==> src/rtl/gbc_pkg.sv <==
// Package: shared types and default width for the gated binary counter.
// Assumes: all users take their count width from a module parameter whose
// default is DEF_CNT_W.
package gbc_pkg;

    // Default count width
    localparam int unsigned DEF_CNT_W = 8;

    // Decoded run request: agreement of the two enables, and the start level
    typedef struct packed {
        logic agree;
        logic forced;
    } run_req_t;

endpackage

==> src/rtl/gbc_run_gate.sv <==
// Module: gbc_run_gate
// Combines the two synchronous enables by exclusive-OR and merges the start
// override. The result is the step request sampled by the count register at
// the clock edge.
// Assumes: inputs are levels. The register that consumes step_o provides the
// edge capture, so the enable value present at an edge is the one applied.
module gbc_run_gate
    import gbc_pkg::*;
(
    input  logic     en_a_i,
    input  logic     en_b_i,
    input  logic     start_i,
    output run_req_t req_o,
    output logic     step_o
);

    // Decode agreement of the enables and pass the start level through
    always_comb begin
        req_o.agree  = ~(en_a_i ^ en_b_i);
        req_o.forced = start_i;
    end

    // Start overrides a hold request
    always_comb begin
        step_o = req_o.agree | req_o.forced;
    end

endmodule

==> src/rtl/gbc_toggle_chain.sv <==
// Module: gbc_toggle_chain
// Next-count logic built as a chain of toggle cells. Bit i flips when the
// step is requested and every lower bit is one. This gives the same sequence
// as a ripple counter but in one clock domain. All-ones wraps to zero.
// Assumes: W >= 1.
module gbc_toggle_chain #(
    parameter int unsigned W = gbc_pkg::DEF_CNT_W
) (
    input  logic         step_i,
    input  logic [W-1:0] cur_i,
    output logic [W-1:0] nxt_o
);

    localparam int unsigned CW = W + 1;

    logic [CW-1:0] carry;

    // Seed the carry chain with the step request
    always_comb begin
        carry[0] = step_i;
    end

    genvar gi;
    generate
        for (gi = 0; gi < W; gi++) begin : g_cell
            // One toggle cell: flip on incoming carry, pass carry when set
            always_comb begin
                nxt_o[gi]     = cur_i[gi] ^ carry[gi];
                carry[gi + 1] = carry[gi] & cur_i[gi];
            end
        end
    endgenerate

endmodule

==> src/rtl/gbc_count_reg.sv <==
// Module: gbc_count_reg
// Count register with an asynchronous clear.
// Assumes: mclr_n_i is active low. Its release is synchronised by the
// surrounding logic, away from the clock edge.
module gbc_count_reg #(
    parameter int unsigned W = gbc_pkg::DEF_CNT_W
) (
    input  logic         clk,
    input  logic         mclr_n_i,
    input  logic [W-1:0] d_i,
    output logic [W-1:0] q_o
);

    // Hold the count; clear immediately on the asynchronous clear
    always_ff @(posedge clk or negedge mclr_n_i) begin
        if (!mclr_n_i) begin
            q_o <= '0;
        end else begin
            q_o <= d_i;
        end
    end

endmodule

==> src/rtl/gated_binary_counter.sv <==
// Module: gated_binary_counter (top)
// Binary up-counter with enables combined by exclusive-OR, a start override,
// and an asynchronous clear.
// Assumes: en_a, en_b and start_lvl are stable around the rising clock edge.
module gated_binary_counter
    import gbc_pkg::*;
#(
    parameter int unsigned W = DEF_CNT_W
) (
    input  logic         clk,
    input  logic         mclr_n,
    input  logic         en_a,
    input  logic         en_b,
    input  logic         start_lvl,
    output logic [W-1:0] q
);

    run_req_t       req;
    logic           step;
    logic [W-1:0]   cnt_nxt;

    // Enable decode and start merge
    gbc_run_gate u_gate (
        .en_a_i  (en_a),
        .en_b_i  (en_b),
        .start_i (start_lvl),
        .req_o   (req),
        .step_o  (step)
    );

    // Next-count computation
    gbc_toggle_chain #(.W(W)) u_chain (
        .step_i (step),
        .cur_i  (q),
        .nxt_o  (cnt_nxt)
    );

    // Count storage
    gbc_count_reg #(.W(W)) u_reg (
        .clk      (clk),
        .mclr_n_i (mclr_n),
        .d_i      (cnt_nxt),
        .q_o      (q)
    );

endmodule

==> config.mk <==
export PLATFORM = sky130hd
export DESIGN_NAME = gated_binary_counter
export DESIGN_NICKNAME = d
export VERILOG_FILES = /design/src/rtl/gbc_pkg.sv /design/src/rtl/gbc_run_gate.sv /design/src/rtl/gbc_toggle_chain.sv /design/src/rtl/gbc_count_reg.sv /design/src/rtl/gated_binary_counter.sv
export SDC_FILE = /design/constraint.sdc
export NUM_CORES = 1
export LEC_CHECK = 0
export ABC_AREA = 1
export ABC_CLOCK_PERIOD_IN_PS = 2900
export BUFFER_PORTS_ARGS = -buffer_cell sky130_fd_sc_hd__buf_2
export CAP_MARGIN = 20
export CORE_AREA = 5 5 42 44
export CTS_BUF_LIST = sky130_fd_sc_hd__clkbuf_4
export DETAILED_ROUTE_END_ITERATION = 16
export DIE_AREA = 0 0 47 49
export PLACE_DENSITY = 0.51
export SKIP_CTS_REPAIR_TIMING = 1
export SYNTH_ARGS = -nofsm -noshare
export SYNTH_HDL_FRONTEND = slang
export SYNTH_SLANG_ARGS = --single-unit
==> constraint.sdc <==
create_clock -name clk -period 2.9 [get_ports clk]
set_input_delay 0.58 -clock clk [delete_from_list [all_inputs] [get_ports clk]]
set_output_delay 0.58 -clock clk [all_outputs]
set_load 0.1 [all_outputs]
==> flow_metrics.tcl, run 1 <==
set metrics [dict create \
    status "finished, final reports clean" \
    ys.warnings.count 0 \
    synth_top_family_by_area "adder cells" \
    timing.fmax_mhz 478.4 \
    ios 13 \
    vias 215 \
    drtIter0Drc 3 \
    initial_utilization_pct 23.30 \
    largest_reg_flops 8 \
    grt_pass1_vias 214 \
    seq_area_frac_synth_pct 61.30 \
    root_buffer "clkbuf_4" \
    viasPerCell 3.839 \
    tightest_slew_ns 0.4922 \
    cts.sinks 8 \
    syn_avg_cell_area_um2 13.06 \
    worst_clock_skew_ns 0.0005551 \
    critPathKind "input pin to flip-flop" \
    required_ns 3.04 \
    cts_max_path_buffers 2 \
    io_buffers 12 \
    area_growth_pct 31.42 \
    finalCritPeriodShare_pct 72.08 \
    muxShareOfSynthArea_pct 0 \
    die_h_um 49 \
    grt_start_max_net_pins 9 \
    layout-drive-gt1-share_pct 37.50 \
    rows 14 \
    reg_top3 "u_reg.q_o x8" \
    synthXorXnorAreaFrac_pct 0 \
    synth-simple-area-share_pct 7.280 \
    clk_latency_ns 0.25 \
    dp_cells 53 \
    synth-compound-area-share_pct 0 \
    dr.pass1.iters 3 \
    dp_hpwl_um 455.4 \
    routabilityCongestion 0.5966 \
    post_drt_wl_per_cell_um 9.304 \
    coreArea_mm2 0.001401 \
    cap_violations 0 \
    instances_no_fill 56 \
    h-tree-depth 1 \
    grt_pass1_wl_um 821 \
    crit_path_end_kind "flip-flop" \
    final_antenna_net_count 0 \
    ys_types 6 \
    slew_viol_final 0 \
    placedInstanceArea_um2 406.6 \
    hp-class "input pin to asynchronous set/reset pin" \
    grt_overflow_total 0 \
    drc 0 \
    worstPathArrival_ns 2.23 \
    finalSetupTns_ns 0 \
    syn_inst 25 \
    finish.instance_area_um2 429.2 \
    finalSetupViolCount 0 \
    max_slew_margin_pct 67.41 \
    layout_commonest_cell "buf_2" \
    wl_um 521 \
    cp_max_fo 2 \
    synth_seq_cells 8 \
    synth_nets 37 \
    finalHoldViolations 0 \
    cts_tree "yes" \
    die_area_mm2 0.002303 \
    synth_fa_ha_area_share_pct 26.82 \
    nNetsFinal 54 \
    cts.clk_slew.worst_paths_ns 0.05 \
    numCtsBuffers 3 \
    antenna_found_initial 0 \
    synth_area_um2 326.6 \
    die_w_um 47 \
    antenna_cells 0 \
    track_usage_pct 5.465 \
    regMostFlops "u_reg.q_o" \
    rsz0062_at_grt "no" \
    final_cell_mix "12 x buf_2, 8 x dfrtp_1, 7 x ha_1" \
    worstSetupStartpointType "input pin" \
    layout_min_cycle_time_ns 2.090 \
]
cells in the mapped netlist (all sizes together):
| library cell | instances | area [µm²] |
|---|---|---|
| nand3 | 1 | 5.000 |
| nand2 | 3 | 11.26 |
| ha | 7 | 87.58 |
| inv | 4 | 15.01 |
| nor2 | 2 | 7.510 |
| dfrtp | 8 | 200.2 |
stage by stage:
stage | utilization (%) | setup WS [ns] | hold WS [ns]
after floorplan | - | 0.4760 | 0.2844
after global placement | 29.02 | 0.5260 | 0.4309
after detailed placement | 29.02 | 0.5143 | 0.4354
after CTS | 30.63 | 0.7873 | 0.1594
after global routing | 30.63 | 0.7084 | 0.1527
final | 30.63 | 0.8096 | 0.1635
cell families after synthesis:
group	count (synthesis)
flops	8
buf+inv	4
fa+ha+maj	7
simple gates	6
final timing paths:
kind,start,end,slack (ns),cells after the start
worst max-delay path,en_a,u_reg.q_o[7]$_DFF_PN0_,0.81,12
worst min-delay path,mclr_n,u_reg.q_o[6]$_DFF_PN0_,0.16,1
worst max register to register,u_reg.q_o[0]$_DFF_PN0_,u_reg.q_o[7]$_DFF_PN0_,0.99,9
worst min register to register,u_reg.q_o[6]$_DFF_PN0_,u_reg.q_o[6]$_DFF_PN0_,0.50,1
max in group asynchronous,mclr_n,u_reg.q_o[0]$_DFF_PN0_,2.57,1
min in group clk,u_reg.q_o[6]$_DFF_PN0_,u_reg.q_o[6]$_DFF_PN0_,0.50,1
critical path: stages:
cell	delay [ns]
buf_2	0.10
nand2_1	0.05
nand3_1	0.08
ha_1	0.19
ha_1	0.18
ha_1	0.18
ha_1	0.18
ha_1	0.18
ha_1	0.18
ha_1	0.19
nor2_1	0.10
nor2_1	0.05
layer usage:
layer / share of wire, % / wire [µm] / up-vias / track usage, %
met2: 48 / 251 / 11 / 7.466
met3: 15 / 80 / 0 / 7.380
met5: 0 / 0 / - / 0
met1: 36 / 189 / 94 / 4.730
li1: - / - / 110 / -
met4: 0 / 0 / 0 / 1.382
final cells by class:
type | instances | area (µm²)
clock buffers | 3 | 22.52
fillers | 156 | 972.2
inverters | 4 | 15.01
multi-input cells | 13 | 111.4
flip-flops and latches | 8 | 200.2
well taps | 16 | 20.02
repair buffers | 12 | 60.06
Power of run 1 is left out: the tool's default activity adds up to more than one toggle a clock period on the data nets, which glitch-free logic cannot reach.
==> run 2: changes to the inputs <==
Settings changed: ABC_CLOCK_PERIOD_IN_PS 2900 to 1800, PLACE_DENSITY 0.51 to 0.53.
Clock period 2.9 ns to 1.8 ns, I/O delays scaled along.
==> run 2 against run 1 <==
Net effect:
- the flow now finishes with violations (negative setup slack)
- final cell count increased by 3.6%
- routed wire length is 35% higher
- non-clock buffer count grew 1
- global-route usage grew 2.1 points
- hold slack improved by 0.31 ns
- clock skew increased by 0.0067 ns
- die area unchanged
- setup slack got worse by 0.81 ns
- critical path depth is 2 lower
- cell area rose by 27%
- highest routed layer is now met4
==> flow_metrics.tcl, run 2 (same netlist as run 1, synthesis figures left out) <==
set metrics [dict create \
    drtIter0Drc 1 \
    reg_top3 "u_reg.q_o x8" \
    ios 13 \
    cp_common_cell "ha_4" \
    numCtsBuffers 3 \
    timing.reg2reg.setup_slack_ns -0.0001 \
    finalHoldWorstSlack_ns 0.4694 \
    worst_path_largest_cell_delay_ns 0.48 \
    crit_slowest_cell "dfrtp_4" \
    final_antenna_net_count 0 \
    regMostFlops "u_reg.q_o" \
    die_h_um 49 \
    wl_um 703 \
    grt_pass1_wl_um 1152 \
    antenna_cells 0 \
    rows 14 \
    initial_utilization_pct 23.30 \
    wl_met1_um 225 \
    h-tree-depth 1 \
    violations "negative setup slack" \
    largest_reg_flops 8 \
    timing.fmax_mhz 555.5 \
    dr_wl_met3_um 60 \
    die_w_um 47 \
    r2r_start "u_reg.q_o[0]$_DFF_PN0_" \
    required_ns 1.98 \
    finalCritPeriodShare_pct 100.0 \
    layout_commonest_cell "buf_2" \
    nNetsFinal 55 \
    layout_min_cycle_time_ns 1.800 \
    final_cell_mix "12 x buf_2, 7 x ha_4, 5 x dfrtp_1" \
    coreArea_mm2 0.001401 \
    worstSetupStartpointType "flip-flop" \
    worstPathArrival_ns 1.98 \
    antenna_found_initial 0 \
    dr.pass1.iters 2 \
    root_buffer "clkbuf_4" \
    top_layer "met4" \
    grt_pass1_vias 269 \
    area_growth_pct 67.05 \
    cts.clk_slew.worst_paths_ns 0.06 \
    critPathKind "flip-flop to flip-flop" \
    fin_ws_ns -0.00009681 \
    crit_path_end_kind "flip-flop" \
    cts_tree "yes" \
    vias 240 \
    cts_max_path_buffers 2 \
    finalSetupViolCount 1 \
    max_slew_margin_pct 67.59 \
    rsz0062_at_grt "yes" \
    placedInstanceArea_um2 500.5 \
    status "finished with violations" \
    hp-class "input pin to asynchronous set/reset pin" \
    viasPerCell 4.138 \
    die_area_mm2 0.002303 \
    worst_clock_skew_ns 0.007228 \
    cts.sinks 8 \
    wl_met2_um 400 \
    cp_max_fo 2 \
    layout-drive-gt1-share_pct 66.67 \
    clk_latency_ns 0.26 \
    grt_overflow_total 0 \
    finalHoldViolations 0 \
    finish.instance_area_um2 545.5 \
    slew_viol_final 0 \
    crit_chain "ha_4 -> ha_4 -> ha_4 -> ha_4 -> ha_4 -> ha_4 -> ha_4 -> nand2_2 -> inv_1 -> nor2_1" \
    io_buffers 12 \
    final_util_pct 38.93 \
    routabilityCongestion 0.7043 \
    grt_start_max_net_pins 9 \
    tightest_slew_ns 0.4896 \
    finalSetupTns_ns -0.00009681 \
    post_drt_wl_per_cell_um 12.12 \
    cap_violations 0 \
    critPathLaunch "u_reg.q_o[0]$_DFF_PN0_" \
    drc 0 \
    track_usage_pct 7.523 \
]
-- run 2: cell count changes in the layout (fill, tap and decap cells not counted) --
cell           delta
nor2_1            -1
clkbuf_4          +1
dfrtp_4           +1
dfrtp_2           +2
ha_4              +7
dfrtp_1           -3
nand2_1           -1
dlygate4sd3_1     +1
nor2_2            +1
ha_1              -7
nand2_2           +1
-- run 2: path summary, 6_finish.rpt --
check | cells past startpoint | to
worst max-delay path | 10 | u_reg.q_o[7]$_DFF_PN0_
min in group clk | 4 | u_reg.q_o[0]$_DFF_PN0_
worst min-delay path | 2 | u_reg.q_o[3]$_DFF_PN0_
worst min register to register | 1 | u_reg.q_o[2]$_DFF_PN0_
worst max register to register | 10 | u_reg.q_o[7]$_DFF_PN0_
max in group asynchronous | 2 | u_reg.q_o[0]$_DFF_PN0_
-- run 2: routing by layer --
layer | up-vias | global-route usage, %
li1 | 114 | -
met1 | 115 | 6.081
met2 | 9 | 11.99
met3 | 2 | 4.059
met4 | 0 | 6.912
met5 | - | 0
-- run 2: worst max-delay path, delay by kind of cell, from the launching register on --
| family | cells | cell delay (ns) |
|---|---|---|
| adders and majority gates | 7 | 1.08 |
| DFF | 1 | 0.48 |
| and+or+nand+nor | 2 | 0.13 |
| buffers and inverters | 1 | 0.03 |
-- run 2: metrics by stage --
stage | worst slack [ns] | instances
after floorplan | -0.1753 | 25
after global placement | -0.1676 | 53
after detailed placement | -0.2484 | 53
after CTS | -0.03124 | 57
after global routing | -0.04887 | 58
final | -0.00009681 | 58
-- run 2: final cells by class --
cell class                      count  area, µm²
Timing Repair Buffer               13      70.07
Multi-Input combinational cell     13      203.9
Tap cell                           16      20.02
Fill cell                         146      855.8
Inverter                            4      15.01
Sequential cell                     8      206.4
Clock buffer                        4      30.03
Power of run 2 is left out for the same reason.
